## config.mk

```make
export PLATFORM = sky130hd
export DESIGN_NAME = sram_bus_ctrl
export DESIGN_NICKNAME = d
export VERILOG_FILES = /design/src/rtl/sram_ctrl_pkg.sv /design/src/rtl/sram_ctrl_wake.sv /design/src/rtl/sram_ctrl_lanes.sv /design/src/rtl/sram_ctrl_seq.sv /design/src/rtl/sram_bus_ctrl.sv
export SDC_FILE = /design/constraint.sdc
export NUM_CORES = 1
export LEC_CHECK = 0
export BUFFER_PORTS_ARGS = -buffer_cell sky130_fd_sc_hd__buf_2
export CORE_MARGIN = 2
export CORE_UTILIZATION = 52
export DETAILED_ROUTE_END_ITERATION = 16
export PLACE_DENSITY = 0.92
export SYNTH_ARGS = -nofsm -noshare
export SYNTH_HDL_FRONTEND = slang
export SYNTH_HIERARCHICAL = 1
export SYNTH_SLANG_ARGS = --single-unit
```

## constraint.sdc

```tcl
create_clock -name clk -period 5 [get_ports clk]
set_input_delay 0.75 -clock clk [delete_from_list [all_inputs] [get_ports clk]]
set_output_delay 0.75 -clock clk [all_outputs]
set_load 0.02 [all_outputs]
```

## src/rtl/sram_ctrl_pkg.sv

```systemverilog
package sram_ctrl_pkg;

   typedef enum logic [2:0] {
      ST_BOOT,
      ST_IDLE,
      ST_WSETUP,
      ST_WPULSE,
      ST_WHOLD,
      ST_RWAIT,
      ST_RTURN
   } seq_state_e;

   typedef struct packed {
      logic ce_n;
      logic we_n;
      logic oe_n;
      logic drive;
   } strobe_t;

   function automatic strobe_t strobe_of(seq_state_e s);
      strobe_t t;
      t = '{ce_n: 1'b1, we_n: 1'b1, oe_n: 1'b1, drive: 1'b0};
      case (s)
         ST_WSETUP: begin t.ce_n = 1'b0; t.drive = 1'b1; end
         ST_WPULSE: begin t.ce_n = 1'b0; t.we_n = 1'b0; t.drive = 1'b1; end
         ST_WHOLD:  begin t.ce_n = 1'b0; t.drive = 1'b1; end
         ST_RWAIT:  begin t.ce_n = 1'b0; t.oe_n = 1'b0; end
         default:   ;
      endcase
      return t;
   endfunction

   function automatic int unsigned max4(int unsigned a, int unsigned b,
                                        int unsigned c, int unsigned d);
      int unsigned m;
      m = a;
      if (b > m) m = b;
      if (c > m) m = c;
      if (d > m) m = d;
      return m;
   endfunction

endpackage

```

## src/rtl/sram_ctrl_wake.sv

```systemverilog
module sram_ctrl_wake #(
   parameter int unsigned WAIT_CYC = 125
) (
   input  logic clk,
   input  logic rst_n,
   output logic done
);

   generate
      if (WAIT_CYC == 0) begin : g_nowait
         assign done = 1'b1;
      end else begin : g_count
         localparam int unsigned W = $clog2(WAIT_CYC + 1);
         localparam logic [W-1:0] LIMIT = W'(WAIT_CYC);
         logic [W-1:0] ticks;

         always_ff @(posedge clk or negedge rst_n) begin
            if (!rst_n)              ticks <= '0;
            else if (ticks != LIMIT) ticks <= ticks + 1'b1;
         end

         assign done = (ticks == LIMIT);

         AST_WAKE_MONOTONIC: assert property (@(posedge clk) disable iff (!rst_n)
            done |=> done);
      end
   endgenerate

endmodule

```

## src/rtl/sram_ctrl_lanes.sv

```systemverilog
module sram_ctrl_lanes #(
   parameter int unsigned LANES = 2
) (
   input  logic               sel_n,
   input  logic [LANES-1:0]   mask,
   input  logic [LANES*8-1:0] rd_raw,
   output logic [LANES-1:0]   lane_n,
   output logic [LANES*8-1:0] rd_masked
);

   generate
      for (genvar l = 0; l < LANES; l++) begin : g_lane
         assign lane_n[l]          = sel_n | ~mask[l];
         assign rd_masked[l*8 +: 8] = mask[l] ? rd_raw[l*8 +: 8] : 8'h00;
      end
   endgenerate

endmodule

```

## src/rtl/sram_ctrl_seq.sv

```systemverilog
module sram_ctrl_seq
   import sram_ctrl_pkg::*;
#(
   parameter int unsigned SETUP_CYC    = 1,
   parameter int unsigned WR_PULSE_CYC = 1,
   parameter int unsigned RD_WAIT_CYC  = 2,
   parameter int unsigned TURN_CYC     = 1
) (
   input  logic    clk,
   input  logic    rst_n,
   input  logic    boot_done,
   input  logic    req_fire,
   input  logic    req_write,
   output logic    idle,
   output logic    capture,
   output strobe_t strb
);

   localparam int unsigned MAXC  = max4(SETUP_CYC, WR_PULSE_CYC, RD_WAIT_CYC, TURN_CYC);
   localparam int unsigned CNT_W = (MAXC < 2) ? 1 : $clog2(MAXC);

   seq_state_e       state, nxt;
   logic [CNT_W-1:0] cnt, nxt_cnt;
   logic             last;

   assign last = (cnt == '0);
   assign idle = (state == ST_IDLE);

   always_comb begin
      nxt     = state;
      nxt_cnt = last ? cnt : cnt - 1'b1;
      capture = 1'b0;
      case (state)
         ST_BOOT: if (boot_done) nxt = ST_IDLE;
         ST_IDLE: begin
            if (req_fire) begin
               if (req_write) begin
                  nxt     = ST_WSETUP;
                  nxt_cnt = CNT_W'(SETUP_CYC - 1);
               end else begin
                  nxt     = ST_RWAIT;
                  nxt_cnt = CNT_W'(RD_WAIT_CYC - 1);
               end
            end
         end
         ST_WSETUP: if (last) begin
            nxt     = ST_WPULSE;
            nxt_cnt = CNT_W'(WR_PULSE_CYC - 1);
         end
         ST_WPULSE: if (last) begin
            nxt     = ST_WHOLD;
            nxt_cnt = '0;
         end
         ST_WHOLD: nxt = ST_IDLE;
         ST_RWAIT: if (last) begin
            capture = 1'b1;
            nxt     = ST_RTURN;
            nxt_cnt = CNT_W'(TURN_CYC - 1);
         end
         ST_RTURN: if (last) nxt = ST_IDLE;
         default:  nxt = ST_BOOT;
      endcase
   end

   always_ff @(posedge clk or negedge rst_n) begin
      if (!rst_n) begin
         state <= ST_BOOT;
         cnt   <= '0;
         strb  <= strobe_of(ST_BOOT);
      end else begin
         state <= nxt;
         cnt   <= nxt_cnt;
         strb  <= strobe_of(nxt);
      end
   end

   AST_PULSE_FROM_SETUP: assert property (@(posedge clk) disable iff (!rst_n)
      (state == ST_WPULSE) |-> ($past(state) == ST_WSETUP || $past(state) == ST_WPULSE));
   AST_TURN_AFTER_READ: assert property (@(posedge clk) disable iff (!rst_n)
      ($past(state) == ST_RWAIT && state != ST_RWAIT) |-> (state == ST_RTURN));

endmodule

```

## src/rtl/sram_bus_ctrl.sv

```systemverilog
module sram_bus_ctrl
   import sram_ctrl_pkg::*;
#(
   parameter int unsigned ADDR_W       = 18,
   parameter int unsigned DATA_W       = 16,
   parameter int unsigned STARTUP_CYC  = 125,
   parameter int unsigned SETUP_CYC    = 1,
   parameter int unsigned WR_PULSE_CYC = 1,
   parameter int unsigned RD_WAIT_CYC  = 2,
   parameter int unsigned TURN_CYC     = 1,
   localparam int unsigned LANES       = DATA_W / 8
) (
   input  logic              clk,
   input  logic              rst_n,
   input  logic              req_valid,
   output logic              req_ready,
   input  logic              req_write,
   input  logic [ADDR_W-1:0] req_addr,
   input  logic [DATA_W-1:0] req_wdata,
   input  logic [LANES-1:0]  req_bmask,
   output logic              rsp_valid,
   output logic [DATA_W-1:0] rsp_rdata,
   output logic [ADDR_W-1:0] mem_addr,
   output logic              mem_ce_n,
   output logic              mem_we_n,
   output logic              mem_oe_n,
   output logic [LANES-1:0]  mem_be_n,
   output logic [DATA_W-1:0] mem_dq_out,
   output logic              mem_dq_oe,
   input  logic [DATA_W-1:0] mem_dq_in
);

   generate
      if (DATA_W % 8 != 0 || DATA_W == 0) begin : g_bad_width
         $error("DATA_W must be a non-zero multiple of 8");
      end
      if (SETUP_CYC == 0 || WR_PULSE_CYC == 0 || RD_WAIT_CYC == 0 || TURN_CYC == 0) begin : g_bad_count
         $error("phase counts must be at least one cycle");
      end
   endgenerate

   logic              boot_done;
   logic              idle;
   logic              capture;
   logic              req_fire;
   strobe_t           strb;
   logic [ADDR_W-1:0] addr_q;
   logic [DATA_W-1:0] wdata_q;
   logic [LANES-1:0]  mask_q;
   logic [DATA_W-1:0] rd_masked;
   logic [DATA_W-1:0] rdata_q;
   logic              rsp_q;

   assign req_ready = idle;
   assign req_fire  = req_valid & idle;

   sram_ctrl_wake #(.WAIT_CYC(STARTUP_CYC)) u_wake (
      .clk   (clk),
      .rst_n (rst_n),
      .done  (boot_done)
   );

   sram_ctrl_seq #(
      .SETUP_CYC    (SETUP_CYC),
      .WR_PULSE_CYC (WR_PULSE_CYC),
      .RD_WAIT_CYC  (RD_WAIT_CYC),
      .TURN_CYC     (TURN_CYC)
   ) u_seq (
      .clk       (clk),
      .rst_n     (rst_n),
      .boot_done (boot_done),
      .req_fire  (req_fire),
      .req_write (req_write),
      .idle      (idle),
      .capture   (capture),
      .strb      (strb)
   );

   sram_ctrl_lanes #(.LANES(LANES)) u_lanes (
      .sel_n     (strb.ce_n),
      .mask      (mask_q),
      .rd_raw    (mem_dq_in),
      .lane_n    (mem_be_n),
      .rd_masked (rd_masked)
   );

   always_ff @(posedge clk or negedge rst_n) begin
      if (!rst_n) begin
         addr_q  <= '0;
         wdata_q <= '0;
         mask_q  <= '0;
      end else if (req_fire) begin
         addr_q  <= req_addr;
         wdata_q <= req_wdata;
         mask_q  <= req_bmask;
      end
   end

   always_ff @(posedge clk or negedge rst_n) begin
      if (!rst_n) begin
         rdata_q <= '0;
         rsp_q   <= 1'b0;
      end else begin
         rsp_q <= capture;
         if (capture) rdata_q <= rd_masked;
      end
   end

   assign mem_addr   = addr_q;
   assign mem_ce_n   = strb.ce_n;
   assign mem_we_n   = strb.we_n;
   assign mem_oe_n   = strb.oe_n;
   assign mem_dq_oe  = strb.drive;
   assign mem_dq_out = wdata_q;
   assign rsp_valid  = rsp_q;
   assign rsp_rdata  = rdata_q;

   AST_IDLE_QUIET: assert property (@(posedge clk) disable iff (!rst_n)
      req_ready |-> (mem_ce_n && mem_we_n && mem_oe_n && !mem_dq_oe && (&mem_be_n)));
   AST_BUSY_NOT_READY: assert property (@(posedge clk) disable iff (!rst_n)
      !mem_ce_n |-> !req_ready);
   AST_WE_INSIDE_CE: assert property (@(posedge clk) disable iff (!rst_n)
      !mem_we_n |-> (!mem_ce_n && mem_oe_n));
   AST_DRIVE_BEFORE_WE: assert property (@(posedge clk) disable iff (!rst_n)
      $fell(mem_we_n) |-> $past(mem_dq_oe));
   AST_DRIVE_AFTER_WE: assert property (@(posedge clk) disable iff (!rst_n)
      $rose(mem_we_n) |-> mem_dq_oe);
   AST_NO_FIGHT: assert property (@(posedge clk) disable iff (!rst_n)
      mem_dq_oe |-> mem_oe_n);
   AST_RSP_ONE_CYCLE: assert property (@(posedge clk) disable iff (!rst_n)
      rsp_valid |=> !rsp_valid);
   AST_TURN_GAP: assert property (@(posedge clk) disable iff (!rst_n)
      !mem_oe_n |=> !mem_dq_oe);
   AST_ADDR_HELD: assert property (@(posedge clk) disable iff (!rst_n)
      (!mem_ce_n && $past(!mem_ce_n)) |-> $stable(mem_addr));

endmodule

```

---- Word-level counts from Yosys, hierarchy flattened ----
Cells that the tools add are included.
cells by class
  order comparisons ....................... 0
  add/sub/neg operators ................... 2
  reduce and logical (&&, ||, !) cells .... 4
  equality and inequality tests ........... 12
  bitwise operators ....................... 5
  multiplexer cells ....................... 21
  divide/modulo/power cells ............... 0
  multipliers ............................. 0
  shifts and indexed selects .............. 0
operators by type and width
  cell                                           number
  two-way mux 3 bit                              7
  case mux 3 bit (7 select lines)                1
  two-way mux 8 bit                              2
  == test 3 bit, second input constant           5
  == test 3 x 2 -> 1 bit, second input constant  4
  two-way mux 1 bit                              10
  adder 7 x 1 -> 7 bit, second input constant    1
  == test 7 bit, second input constant           1
  inequality test 7 bit, second input constant   1
  OR reduction 3 bit                             2
  OR reduction 4 bit                             1
  == test 3 x 1 -> 1 bit, second input constant  1
  zero test 3 bit                                1
  inverter 1 bit                                 2
  OR 1 bit                                       2
  case mux 1 bit (2 select lines)                1
  AND 1 bit                                      1
  subtractor 1 bit, second input constant        1
word-level totals
  memory bits (writable) .................. 0
  output and inout bits ................... 58
  latch bits .............................. 0
  input port bits ......................... 56
  bits in read-only memories .............. 0
  logic and storage cells ................. 56
  memories kept ........................... 0
  bits in registers ....................... 68

---- Longest topological paths before layout ----
Gate-level depths: netlist of run 1.
  word-level depth ........................ 7
  gate-level depth with buffers ........... 12

---- By module ----
Netlist of run 1, hierarchy kept.
by module, submodules not included
  module           area an instance (um^2)  cells each  instances
  sram_bus_ctrl    2085.8                   112         1
  sram_ctrl_seq    422.9                    42          1
  sram_ctrl_wake   354.1                    30          1
  sram_ctrl_lanes  112.6                    18          1

---- Least setup slack after synthesis of run 1 ----
No wires, ideal clock.
  path type ............................... register -> register
  start ................................... register u_seq.state[1]
  end ..................................... register u_seq/strb[3] (netlist name)
  slack ................................... 3.028 ns
  buffers on the path ..................... 2
  setup time .............................. 0.075 ns
  stages on the path, launching flop included .. 13
  arrival ................................. 1.896 ns
  cell sequence ........................... dfrtp_1 buf_6 nor2_1 nand2_1 inv_1 nand2_4 buf_6 inv_1 a21o_1 a21oi_1 a221o_1 clkinv_2 xnor2_1
on the way
  longest elaborated chain between the ends .. 7
ends and longest elaborated chain
  item                                                            line                 RTL
  start: declaration                                              sram_ctrl_seq.sv:22  seq_state_e state, nxt;
  start signal: assignment                                        sram_ctrl_seq.sv:71  state <= nxt;
  == test 3 x 1 -> 1 bit *                                        sram_ctrl_seq.sv:27  assign idle = (state == ST_IDLE);
  net req_ready                                                   sram_bus_ctrl.sv:16  output logic req_ready,
  AND 1 bit *                                                     sram_bus_ctrl.sv:55  assign req_fire = req_valid & idle;
  net req_fire                                                    sram_bus_ctrl.sv:45  logic req_fire;
  two-way mux 3 bit *                                             sram_ctrl_seq.sv:36  if (req_fire) begin
  case mux 3 bit (7 select lines) *                               sram_ctrl_seq.sv:33  case (state)
  net u_seq.nxt[1]                                                sram_ctrl_seq.sv:22
  == test 3 x 2 -> 1 bit / == test 3 bit (equally long branches)  sram_ctrl_pkg.sv:23  case (s)
  OR reduction 4 bit (no source line) *                           -
  two-way mux 1 bit *                                             sram_ctrl_pkg.sv:23
The timed path passes the listed nets; every way through them passes the cells marked *.
A chain may end at the register's enable or synchronous reset.

---- Final worst setup path of run 1 ----
  start ................................... register u_seq.state[1]
  end ..................................... register u_seq/strb[0] (netlist name)
on the way
  longest elaborated chain between the ends .. 7
ends and longest elaborated chain
  item                                                            line
  == test 3 x 1 -> 1 bit *                                        sram_ctrl_seq.sv:27
  AND 1 bit *                                                     sram_bus_ctrl.sv:55
  net req_fire                                                    sram_bus_ctrl.sv:45
  two-way mux 3 bit *                                             sram_ctrl_seq.sv:36
  case mux 3 bit (7 select lines) *                               sram_ctrl_seq.sv:33
  net u_seq.nxt[2]                                                sram_ctrl_seq.sv:22
  == test 3 x 2 -> 1 bit / == test 3 bit (equally long branches)  sram_ctrl_pkg.sv:23
  OR reduction 3 bit (no source line) *                           -
  two-way mux 1 bit *                                             sram_ctrl_pkg.sv:23
Marks and branches as above.

==> results of run 1 <==
==> critical path, stage by stage (launching register included) <==
cell	delay (ns)
sky130_fd_sc_hd__dfrtp_1	0.52
sky130_fd_sc_hd__nor2_1	0.12
sky130_fd_sc_hd__nand2_1	0.14
sky130_fd_sc_hd__inv_1	0.09
sky130_fd_sc_hd__nand2_4	0.47
sky130_fd_sc_hd__inv_1	0.16
sky130_fd_sc_hd__nand2b_1	0.18
sky130_fd_sc_hd__o22ai_1	0.10
sky130_fd_sc_hd__a22o_1	0.28
sky130_fd_sc_hd__o22ai_1	0.17
==> cell usage after synthesis, types with 2 or more instances <==
cell | number | area, um^2
sky130_fd_sc_hd__a31oi_1 | 2 | 12.5
sky130_fd_sc_hd__nand2b_1 | 5 | 31.3
sky130_fd_sc_hd__nand3_1 | 2 | 10.0
sky130_fd_sc_hd__a21oi_1 | 2 | 10.0
sky130_fd_sc_hd__inv_1 | 6 | 22.5
sky130_fd_sc_hd__mux2i_1 | 2 | 20.0
sky130_fd_sc_hd__xnor2_1 | 2 | 17.5
sky130_fd_sc_hd__and2_1 | 17 | 106
sky130_fd_sc_hd__mux2_4 | 29 | 435
sky130_fd_sc_hd__xor2_1 | 3 | 26.3
sky130_fd_sc_hd__nand2_1 | 7 | 26.3
sky130_fd_sc_hd__buf_6 | 7 | 78.8
sky130_fd_sc_hd__dfrtp_1 | 65 | 1630
sky130_fd_sc_hd__nor2_1 | 4 | 15.0
sky130_fd_sc_hd__ha_1 | 2 | 25.0
sky130_fd_sc_hd__o22ai_1 | 2 | 12.5
sky130_fd_sc_hd__dfstp_2 | 3 | 78.8
sky130_fd_sc_hd__mux2_2 | 24 | 270
==> registers in the layout (all words and copies together) (netlist names) <==
signal,cells
mask_q,2
mem_addr,18
mem_dq_out,16
rsp_rdata,16
rsp_valid,1
u_seq/cnt,1
u_seq/state,3
u_seq/strb,4
u_wake/g_count.ticks,7
==> layer usage <==
| metal | track usage | vias to the layer above | routed length (um) |
|---|---|---|---|
| li1 | - | 928 | - |
| met1 | 0.231 | 950 | 2410 |
| met2 | 0.278 | 83 | 2600 |
| met3 | 0.0475 | 6 | 388 |
| met4 | 0.0862 | 0 | 59 |
| met5 | 0 | - | 0 |
==> worst max-delay path by stage <==
stage,endpoint,start,depth (start not counted)
3_5_place_dp,u_seq/strb[3],req_valid,8
2_1_floorplan,u_seq/strb[3],u_seq/state[1],12
4_1_cts,u_seq/strb[3],u_seq/state[1],10
3_3_place_gp,u_seq/strb[3],req_valid,8
6_report,u_seq/strb[0],u_seq/state[1],9
5_1_grt,u_seq/strb[3],u_seq/state[1],10
==> report_power, final <==
group / internal [mW] / total, mW / switching (mW)
logic: 0.553 / 1.16 / 0.602
registers: 0.805 / 0.967 / 0.162
clock network: 0.294 / 0.486 / 0.192
==> area by class of cell <==
cell class / instances / area, um^2
Inverter: 8 / 31.3
Clock buffer: 12 / 145
Clock inverter: 4 / 72.6
Tap cell: 72 / 90.1
Fill cell: 400 / 1720
Multi-Input combinational cell: 118 / 1160
Timing Repair Buffer: 115 / 581
Sequential cell: 68 / 1710
==> kinds of logic after synthesis <==
logic type	count (synthesis)
AOI/OAI and AO/OA	15
DFF	68
and+or+nand+nor	41
buffers and inverters	16
muxes	55
xor gates and xnor gates	5
adders and majority gates	2
==> through the flow <==
stage / hold WS [ns] / cells / setup WS, ns
finish: 0.502 / 397 / 2.69
global route: 0.518 / 397 / 2.50
CTS: 0.506 / 397 / 2.71
detailed placement: 0.490 / 381 / 2.70
global placement: 0.485 / 381 / 2.77
floorplan: 0.454 / 202 / 3.03
==> results.rst, run 1 <==
.. list-table::
   :header-rows: 1

   * - Metric
     - Value
   * - Fraction of final layout cells sized beyond drive strength 1
     - 0.588
   * - Sum of overflow across all layers after global routing
     - 0
   * - Unrepaired setup endpoints after global routing
     - no
   * - Worst-case hold path end point
     - rsp_rdata[10]
   * - Starting utilization of the core area
     - 0.540
   * - Vias after detailed routing
     - 1967
   * - Async set-reset flop share out of synthesis
     - 1.00
   * - First-pass GRT wire length
     - 8.69 mm
   * - Post-synthesis sequential element count
     - 68
   * - H-tree depth
     - 3
   * - Worst Tran Pin Value
     - 0.816 ns
   * - Clk sink count
     - 68
   * - Number of flops mapped to enable cells by yosys
     - 0
   * - Final instance area
     - 0.00378 mm^2
   * - Kind of critical path
     - reg2reg
   * - Number of I/O port buffers
     - 113
   * - Max rail drop VDD
     - 0.455 mV
   * - Fin util
     - 0.687
   * - Kind of end point of the critical path
     - register
   * - Iter 0 DRT Violations
     - 54
   * - GRT Overall Usage
     - 0.178
   * - Sequential cell area fraction in the yosys report
     - 0.573
   * - Post-CTS sizing
     - 0
   * - Root Buffer
     - sky130_fd_sc_hd__clkbuf_8
   * - Vias per inst
     - 4.95
   * - Count of antenna diodes in the layout
     - 0
   * - Xor and xnor area share after synthesis
     - 0.0147
   * - Cell count of the worst reg-to-reg path
     - 9
   * - Dominant combinational cell family by area after synthesis
     - multiplexers
   * - Hold Path Cell Cnt
     - 1
   * - Result of the run
     - complete, no violations
   * - Area growth from synthesis to layout
     - 27.2%
   * - Hold-fix buffers at CTS
     - 0
   * - Post-CTS setup buffer count
     - 0
   * - Number of buffers created by CTS
     - 9
   * - Core area
     - 0.00551 mm^2
   * - Row count
     - 27
   * - Worst-path clk slew
     - 0.07 ns
   * - Vias in the first global route
     - 1858
   * - Maximum clock insertion buffer count
     - 2
   * - Critical Path Source Type
     - register
   * - Power after layout
     - 2.61 mW
   * - Cells after synthesis
     - 202
   * - Total of max-cap violations
     - 0
   * - Startpoint of the worst-slack reg-to-reg timing path
     - u_seq/state[1]
   * - Final worst path period need
     - 2.31 ns
   * - Synthesized area per cell
     - 14.7 um^2
   * - Share of the synthesized area in compound gates (AO/OA/AOI/OAI)
     - 0.0378
   * - R2R Setup Slk
     - 2.69 ns
   * - Mux cell area share after synthesis
     - 0.244
   * - Total DRC errors in the routed layout
     - 0
   * - Number of different library cells in the post-synthesis netlist
     - 36
   * - Crit path required time
     - 5.25 ns
   * - Number of antenna violations at the first check in global routing
     - 0
   * - Beginning of the worst hold path
     - rsp_rdata[10]
   * - Post-Synthesis Net Count
     - 260
   * - Final ANT Viol Nets
     - 0
   * - Setup Total Neg Slack
     - 0 ns
   * - Top library cells by usage in the layout, fill and taps aside
     - sky130_fd_sc_hd__buf_2, sky130_fd_sc_hd__dfrtp_1, sky130_fd_sc_hd__mux2_4, sky130_fd_sc_hd__mux2_2, sky130_fd_sc_hd__and2_1
   * - Die Span Y
     - 79.6 um
   * - TritonRoute pass-1 iters
     - 4
   * - Number of nets in the layout
     - 378
   * - CTS tree
     - built
   * - Final slew viol count
     - 0
   * - Synth Cell Area
     - 0.00298 mm^2
   * - Static leakage power
     - 2.01 nW
   * - Ports placed on the boundary
     - 114
   * - Endpoint arrival time on the critical path
     - 2.56 ns
   * - Synthesis warning total
     - 6
   * - Most common cell after layout, fill and taps aside
     - sky130_fd_sc_hd__buf_2
   * - Adder-Cell Fraction of Synth Area
     - 0.00841
   * - GP Congestion
     - 0.858
   * - Post-synth top flop
     - sky130_fd_sc_hd__dfrtp_1
   * - Basic-gate share of the synthesized area counting and, or, nand and nor cells
     - 0.0833
   * - Layout Skew
     - 0.00688 ns
   * - R2r endpoint
     - u_seq/strb[0]
   * - Final worst path period share
     - 0.461
   * - Instance area after placement
     - 0.00357 mm^2
   * - Pin count of the biggest net entering global routing
     - 69
   * - Achievable frequency
     - 434 MHz
   * - Number of hold-slack violations in the final timing report
     - 0
   * - Worst hold path class
     - reg2reg
   * - Count of final setup violators
     - 0
   * - Power density of the placed cells
     - 689 mW/mm^2
   * - X dimension of the die
     - 79.6 um
   * - Routed wire length
     - 5.46 mm
   * - Die Footprint
     - 0.00634 mm^2
   * - Largest fanout on the critical path
     - 37
   * - Slew headroom
     - 0.456
   * - WL per Instance
     - 13.8 um
   * - DP HPWL
     - 3.89 mm
   * - Clock latency on the worst-skew pair
     - 0.33 ns
Power figures use the tool's default switching activity.
==> inputs of run 2 (changes only) <==
--- a/config.mk
+++ b/config.mk
@@ -7,9 +7,9 @@
 export LEC_CHECK = 0
 export BUFFER_PORTS_ARGS = -buffer_cell sky130_fd_sc_hd__buf_2
 export CORE_MARGIN = 2
-export CORE_UTILIZATION = 52
+export CORE_UTILIZATION = 44
 export DETAILED_ROUTE_END_ITERATION = 16
-export PLACE_DENSITY = 0.92
+export PLACE_DENSITY = 0.84
 export SYNTH_ARGS = -nofsm -noshare
 export SYNTH_HDL_FRONTEND = slang
 export SYNTH_HIERARCHICAL = 1
==> constraint.sdc (replaced) <==
create_clock -name clk -period 2 [get_ports clk]
set_input_delay 0.3 -clock clk [delete_from_list [all_inputs] [get_ports clk]]
set_output_delay 0.3 -clock clk [all_outputs]
set_load 0.02 [all_outputs]
==> results.rst, run 2 (same netlist as run 1, synthesis figures left out) <==
.. list-table::
   :header-rows: 1

   * - Metric
     - Value
   * - Tightest hold margin
     - 0.198 ns (-0.304 ns)
   * - Achievable frequency
     - 538 MHz (+24%)
   * - Number of buffers created by CTS
     - 9 (unchanged)
   * - Cell count of the worst reg-to-reg path
     - 9 (unchanged)
   * - Core area
     - 0.00646 mm^2 (+17%)
   * - Met1 routed wirelength after detailed routing
     - 2.55 mm (+5.4%)
   * - Instance area after placement
     - 0.00363 mm^2 (+1.9%)
   * - Row count
     - 29 (+7.4%)
   * - Wire length on met3
     - 312 um (-20%)
   * - Final worst path period share
     - 0.930 (+0.469)
   * - WL per Instance
     - 14.5 um (+5.7%)
   * - R2R Setup Slk
     - 0.14 ns (-2.55 ns)
   * - Most common cell after layout, fill and taps aside
     - sky130_fd_sc_hd__buf_2
   * - Worst Tran Pin Value
     - 0.570 ns (-0.246 ns)
   * - Sequence of cells on the critical path
     - nor2_1 -> nand2_1 -> inv_1 -> nand2_4 -> inv_1 -> nand2b_1 -> o22ai_1 -> a22o_1 -> xnor2_1
   * - Worst-case hold path end point
     - mem_dq_out[5]
   * - Area growth from synthesis to layout
     - 30.0%
   * - Iter 0 DRT Violations
     - 75 (+39%)
   * - Multi-input gate area
     - 0.00116 mm^2 (unchanged)
   * - Final instance area
     - 0.00387 mm^2 (+2.2%)
   * - Total of max-cap violations
     - 0 (unchanged)
   * - Maximum clock insertion buffer count
     - 2 (unchanged)
   * - Endpoint arrival time on the critical path
     - 2.10 ns (-0.46 ns)
   * - Vias after detailed routing
     - 1986 (+0.97%)
   * - Static leakage power
     - 2.05 nW (+2.2%)
   * - Count of final setup violators
     - 0 (unchanged)
   * - Die Span Y
     - 86.2 um (+8.3%)
   * - Ports placed on the boundary
     - 114 (unchanged)
   * - Count of filler cells inserted in the layout
     - 525 (+31%)
   * - TritonRoute pass-1 iters
     - 4 (unchanged)
   * - Root Buffer
     - sky130_fd_sc_hd__clkbuf_8
   * - Layout Skew
     - 0.0127 ns (+0.00582 ns)
   * - DP HPWL
     - 4.36 mm (+12%)
   * - Crit-path max cell delay
     - 0.44 ns (-0.08 ns)
   * - Startpoint of the worst-slack reg-to-reg timing path
     - u_seq/state[2]
   * - X dimension of the die
     - 86.2 um (+8.3%)
   * - Starting utilization of the core area
     - 0.461 (-0.0797)
   * - Total length of routed met2 wires
     - 2.88 mm (+11%)
   * - Setup Total Neg Slack
     - 0 ns (unchanged)
   * - Vias in the first global route
     - 2002 (+7.8%)
   * - Routed wire length
     - 5.91 mm (+8.1%)
   * - Slew headroom
     - 0.620 (+0.164)
   * - Number of I/O port buffers
     - 113 (unchanged)
   * - Kind of end point of the critical path
     - register
   * - GP Congestion
     - 0.855 (-0.40%)
   * - Unrepaired setup endpoints after global routing
     - no
   * - Power density of the placed cells
     - 1710 mW/mm^2 (+150%)
   * - Count of antenna diodes in the layout
     - 0 (unchanged)
   * - Sum of overflow across all layers after global routing
     - 0 (unchanged)
   * - R2r endpoint
     - u_seq/strb[3]
   * - H-tree depth
     - 3 (unchanged)
   * - Max rail drop VDD
     - 0.870 mV (+91%)
   * - Critical Path Most Common Cell
     - sky130_fd_sc_hd__inv_1
   * - Fraction of final layout cells sized beyond drive strength 1
     - 0.596 (+0.00805)
   * - Area taken by flip-flops and latches
     - 0.00171 mm^2 (unchanged)
   * - Result of the run
     - complete, no violations
   * - First-pass GRT wire length
     - 9.42 mm (+8.4%)
   * - Largest fanout on the critical path
     - 6 (-84%)
   * - Worst-path clk slew
     - 0.08 ns (about the same)
   * - Max reg flops
     - 18 (unchanged)
   * - Kind of critical path
     - reg2reg
   * - Number of hold-slack violations in the final timing report
     - 0 (unchanged)
   * - Number of buffer and inverter stages on the critical path
     - 2 (unchanged)
   * - Cell type group with the largest total delay on the critical path
     - simple AND/OR/NAND/NOR gates
   * - Pin count of the biggest net entering global routing
     - 37 (-46%)
   * - Top library cells by usage in the layout, fill and taps aside
     - sky130_fd_sc_hd__buf_2, sky130_fd_sc_hd__dfrtp_1, sky130_fd_sc_hd__mux2_4, sky130_fd_sc_hd__mux2_2, sky130_fd_sc_hd__and2_1
   * - Clock latency on the worst-skew pair
     - 0.33 ns (about the same)
   * - GRT Overall Usage
     - 0.167 (-0.0115)
   * - Highest metal layer with signal wires
     - met4
   * - Worst hold path class
     - in2reg
   * - Die Footprint
     - 0.00744 mm^2 (+17%)
   * - Beginning of the worst hold path
     - req_wdata[5]
   * - Hold Path Cell Cnt
     - 2 (+1)
   * - Vias per inst
     - 4.89 (-1.3%)
   * - Crit path required time
     - 2.24 ns (-3.01 ns)
   * - Final ANT Viol Nets
     - 0 (unchanged)
   * - Final worst path period need
     - 1.86 ns (-0.446 ns)
   * - Post-CTS setup buffer count
     - 0 (unchanged)
   * - Number of antenna violations at the first check in global routing
     - 0 (unchanged)
   * - CP max-delay cell
     - sky130_fd_sc_hd__dfrtp_1
   * - Final slew viol count
     - 0 (unchanged)
   * - Clk sink count
     - 68 (unchanged)
   * - CTS tree
     - built
   * - Total DRC errors in the routed layout
     - 0 (unchanged)
   * - Critical Path Source Type
     - register
   * - Number of nets in the layout
     - 382 (+1.1%)
run 2: cell types whose count changed in the layout (fill, tap and decap cells not counted), sizes merged:
cell and delta:
buf +3, clkbuf -2, clkinv +3, clkinvlp -1
dlygate4sd3 +1
run 2: power breakdown:
| part | internal, mW | leakage (nW) | switching (mW) |
|---|---|---|---|
| Clock | 0.736 | 0.116 | 0.500 |
| Sequential | 2.01 | 0.828 | 0.376 |
| Combinational | 1.42 | 1.11 | 1.57 |
| Total | 4.17 | 2.05 | 2.44 |
run 2: layout make-up:
class / instances / share of cell area
Multi-Input combinational cell: 118 / 0.300
Sequential cell: 68 / 0.441
Tap cell: 77 / 0.0249
Timing Repair Buffer: 119 / 0.168
Clock inverter: 6 / 0.0226
Inverter: 8 / 0.00809
Clock buffer: 10 / 0.0356
run 2: routing by layer:
| layer | track usage | vias up |
|---|---|---|
| met5 | 0 | - |
| met1 | 0.207 | 944 |
| met2 | 0.269 | 85 |
| li1 | - | 945 |
| met3 | 0.0352 | 12 |
| met4 | 0.0994 | 0 |
run 2: metrics by stage:
| step | worst slack (ns) | utilization | total power, mW | cells |
|---|---|---|---|---|
| after floorplan | 0.0281 | - | 4.50 | 202 |
| after global placement | 0.339 | 0.563 | 5.30 | 389 |
| after detailed placement | 0.251 | 0.563 | 5.41 | 389 |
| after CTS | 0.194 | 0.599 | 6.69 | 406 |
| after global routing | 0.0214 | 0.599 | 7.00 | 406 |
| final | 0.140 | 0.599 | 6.61 | 406 |
run 2: timing repair:
| action | CTS | global route |
|---|---|---|
| hold endpoints to repair | 20 | 0 |
| endpoints found under the setup margin | 0 | 0 |
| hold buffers | 1 | 0 |
| gates resized for setup | 0 | 0 |
run 2: how the worst max path moves through the flow:
stage | startpoint | endpoint | depth (start not counted)
2_1_floorplan | u_seq/state[1] | u_seq/strb[3] | 12
3_3_place_gp | u_seq/state[2] | u_seq/strb[3] | 10
3_5_place_dp | u_seq/state[2] | u_seq/strb[3] | 10
4_1_cts | u_seq/state[2] | u_seq/strb[3] | 10
5_1_grt | u_seq/state[2] | u_seq/strb[3] | 10
6_report | u_seq/state[2] | u_seq/strb[3] | 9
==> inputs of run 3 (changes only) <==
--- a/config.mk
+++ b/config.mk
@@ -10,6 +10,7 @@
 export CORE_UTILIZATION = 44
 export DETAILED_ROUTE_END_ITERATION = 16
 export PLACE_DENSITY = 0.84
+export RECOVER_POWER = 25
 export SYNTH_ARGS = -nofsm -noshare
 export SYNTH_HDL_FRONTEND = slang
 export SYNTH_HIERARCHICAL = 1
==> results.rst, run 3 (same netlist as run 1, synthesis figures left out) <==
.. list-table::
   :header-rows: 1

   * - Metric
     - Value
   * - Vias per inst
     - 4.89 (about the same)
   * - Achievable frequency
     - 538 MHz (about the same)
   * - Met3 demand-to-capacity share in global routing
     - 0.0352 (unchanged)
   * - X dimension of the die
     - 86.2 um (unchanged)
   * - Layout Skew
     - 0.0127 ns (-0.000000600 ns)
   * - Met2 Usage GRT
     - 0.269 (unchanged)
   * - Routing layer with the top usage in global route
     - met2
   * - TritonRoute pass-1 iters
     - 4 (unchanged)
   * - Number of hold-slack violations in the final timing report
     - 0 (unchanged)
   * - Instance area after placement
     - 0.00363 mm^2 (unchanged)
   * - Largest fanout on the critical path
     - 6 (unchanged)
   * - Starting utilization of the core area
     - 0.461 (unchanged)
   * - Hold-fix buffers at CTS
     - 1 (unchanged)
   * - Power density of the placed cells
     - 1710 mW/mm^2 (about the same)
   * - Final worst path period share
     - 0.930 (about the same)
   * - Final worst path period need
     - 1.86 ns (+0.000446 ns)
   * - Sum of overflow across all layers after global routing
     - 0 (unchanged)
   * - Iter 0 DRT Violations
     - 75 (unchanged)
   * - Unrepaired setup endpoints after global routing
     - no
   * - Final instance area
     - 0.00387 mm^2 (about the same)
   * - Clock latency on the worst-skew pair
     - 0.33 ns (about the same)
   * - Top library cells by usage in the layout, fill and taps aside
     - sky130_fd_sc_hd__buf_2, sky130_fd_sc_hd__dfrtp_1, sky130_fd_sc_hd__mux2_4, sky130_fd_sc_hd__mux2_2, sky130_fd_sc_hd__and2_1
   * - WL per Instance
     - 14.5 um (unchanged)
   * - H-tree depth
     - 3 (unchanged)
   * - Core area
     - 0.00646 mm^2 (unchanged)
   * - Static leakage power
     - 2.05 nW (-0.13%)
   * - Number of placed instances with taps included
     - 389 (unchanged)
   * - Count of final setup violators
     - 0 (unchanged)
   * - Final slew viol count
     - 0 (unchanged)
   * - Die Span Y
     - 86.2 um (unchanged)
   * - CTS tree
     - built
   * - Routed wire length
     - 5.91 mm (unchanged)
   * - Number of nets in the layout
     - 382 (unchanged)
   * - Post-CTS setup buffer count
     - 0 (unchanged)
   * - Crit path required time
     - 2.24 ns (about the same)
   * - Total of max-cap violations
     - 0 (unchanged)
   * - Total DRC errors in the routed layout
     - 0 (unchanged)
   * - Pin count of the biggest net entering global routing
     - 37 (unchanged)
   * - Number of buffers created by CTS
     - 9 (unchanged)
   * - Maximum clock insertion buffer count
     - 2 (unchanged)
   * - Area taken by flip-flops and latches
     - 0.00171 mm^2 (unchanged)
   * - Worst Tran Pin Value
     - 1.37 ns (+0.796 ns)
   * - Number of antenna violations at the first check in global routing
     - 0 (unchanged)
   * - Endpoint arrival time on the critical path
     - 2.10 ns (about the same)
   * - Count of filler cells inserted in the layout
     - 526 (+0.19%)
   * - Ports placed on the boundary
     - 114 (unchanged)
   * - Max reg flops
     - 18 (unchanged)
   * - Setup Total Neg Slack
     - 0 ns (unchanged)
   * - Vias after detailed routing
     - 1987 (+0.050%)
   * - Result of the run
     - complete, no violations
   * - Root Buffer
     - sky130_fd_sc_hd__clkbuf_8
   * - Multi-input gate area
     - 0.00116 mm^2 (unchanged)
   * - Kind of end point of the critical path
     - register
   * - GRT Overall Usage
     - 0.167 (unchanged)
   * - Fraction of final layout cells sized beyond drive strength 1
     - 0.593 (-0.00304)
   * - Final ANT Viol Nets
     - 0 (unchanged)
   * - Worst hold path class
     - in2reg
   * - Dpl ws
     - 0.251 ns (unchanged)
   * - Critical Path Source Type
     - register
   * - Worst-path clk slew
     - 0.08 ns (about the same)
   * - Slew headroom
     - 0.0898 (-0.531)
   * - Final cell count without fillers
     - 406 (unchanged)
   * - Max rail drop VDD
     - 0.870 mV (about the same)
   * - Row count
     - 29 (unchanged)
   * - Die Footprint
     - 0.00744 mm^2 (unchanged)
   * - Final worst-path setup slack
     - 0.140 ns (-0.000446 ns)
   * - Clk sink count
     - 68 (unchanged)
   * - Most common cell after layout, fill and taps aside
     - sky130_fd_sc_hd__buf_2
   * - GP Congestion
     - 0.855 (unchanged)
   * - Vias in the first global route
     - 2002 (unchanged)
   * - Number of I/O port buffers
     - 113 (unchanged)
   * - Post-CTS sizing
     - 0 (unchanged)
   * - Met1 global-route usage
     - 0.207 (unchanged)
   * - First-pass GRT wire length
     - 9.42 mm (unchanged)
   * - Kind of critical path
     - reg2reg
   * - Count of antenna diodes in the layout
     - 0 (unchanged)
   * - Area growth from synthesis to layout
     - 30.0% (about the same)
   * - DP HPWL
     - 4.36 mm (unchanged)
   * - Power after layout
     - 6.61 mW (unchanged)
## run 3: cell count changes in the layout (fill, tap and decap cells not counted), sizes merged
| cell | before | now |
|---|---|---|
| buf | 118 | 117 |
| clkbuf | 10 | 11 |
## run 3: per-stage QoR
stage / utilization / hold WS, ns
finish: 0.599 / 0.198
global route: 0.599 / 0.179
CTS: 0.599 / 0.181
detailed placement: 0.563 / 0.327
global placement: 0.563 / 0.318
floorplan: - / 0.00441
## run 3: worst paths after layout
kind,start,endpoint,slack (ns),cells past startpoint
setup / recovery,u_seq/state[2],u_seq/strb[3],0.14,9
hold / removal,req_wdata[5],mem_dq_out[5],0.20,2
max in group asynchronous,rst_n,u_seq/strb[3],0.35,3
hold reg to reg,mem_dq_out[2],mem_dq_out[2],0.50,1
setup reg to reg,u_seq/state[2],u_seq/strb[3],0.14,9
min in group asynchronous,rst_n,u_seq/state[2],0.81,2
## run 3: report_power, final
| part | internal, mW | total (mW) | switching, mW |
|---|---|---|---|
| Sequential | 2.01 | 2.39 | 0.376 |
| Combinational | 1.42 | 2.99 | 1.57 |
| Clock | 0.736 | 1.24 | 0.500 |
| Total | 4.17 | 6.61 | 2.44 |
## run 3: critical path, stage by stage (launching register included)
cell                       delay (ns)
sky130_fd_sc_hd__dfrtp_1         0.44
sky130_fd_sc_hd__nor2_1          0.20
sky130_fd_sc_hd__nand2_1         0.14
sky130_fd_sc_hd__inv_1           0.14
sky130_fd_sc_hd__nand2_4         0.07
sky130_fd_sc_hd__inv_1           0.09
sky130_fd_sc_hd__nand2b_1        0.10
sky130_fd_sc_hd__o22ai_1         0.18
sky130_fd_sc_hd__a22o_1          0.25
sky130_fd_sc_hd__xnor2_1         0.16
## run 3: final cells by class
type | count | share of cell area
tap | 77 | 0.0249
multi-input combinational | 118 | 0.300
inverter | 8 | 0.00809
clock buffer | 10 | 0.0356
sequential | 68 | 0.441
clock inverter | 6 | 0.0226
timing repair buffer | 119 | 0.168
## run 3: layer usage
layer / wire, um / up-vias
met3: 312 / 12
li1: - / 945
met5: 0 / -
met2: 2880 / 85
met4: 171 / 0
met1: 2540 / 945
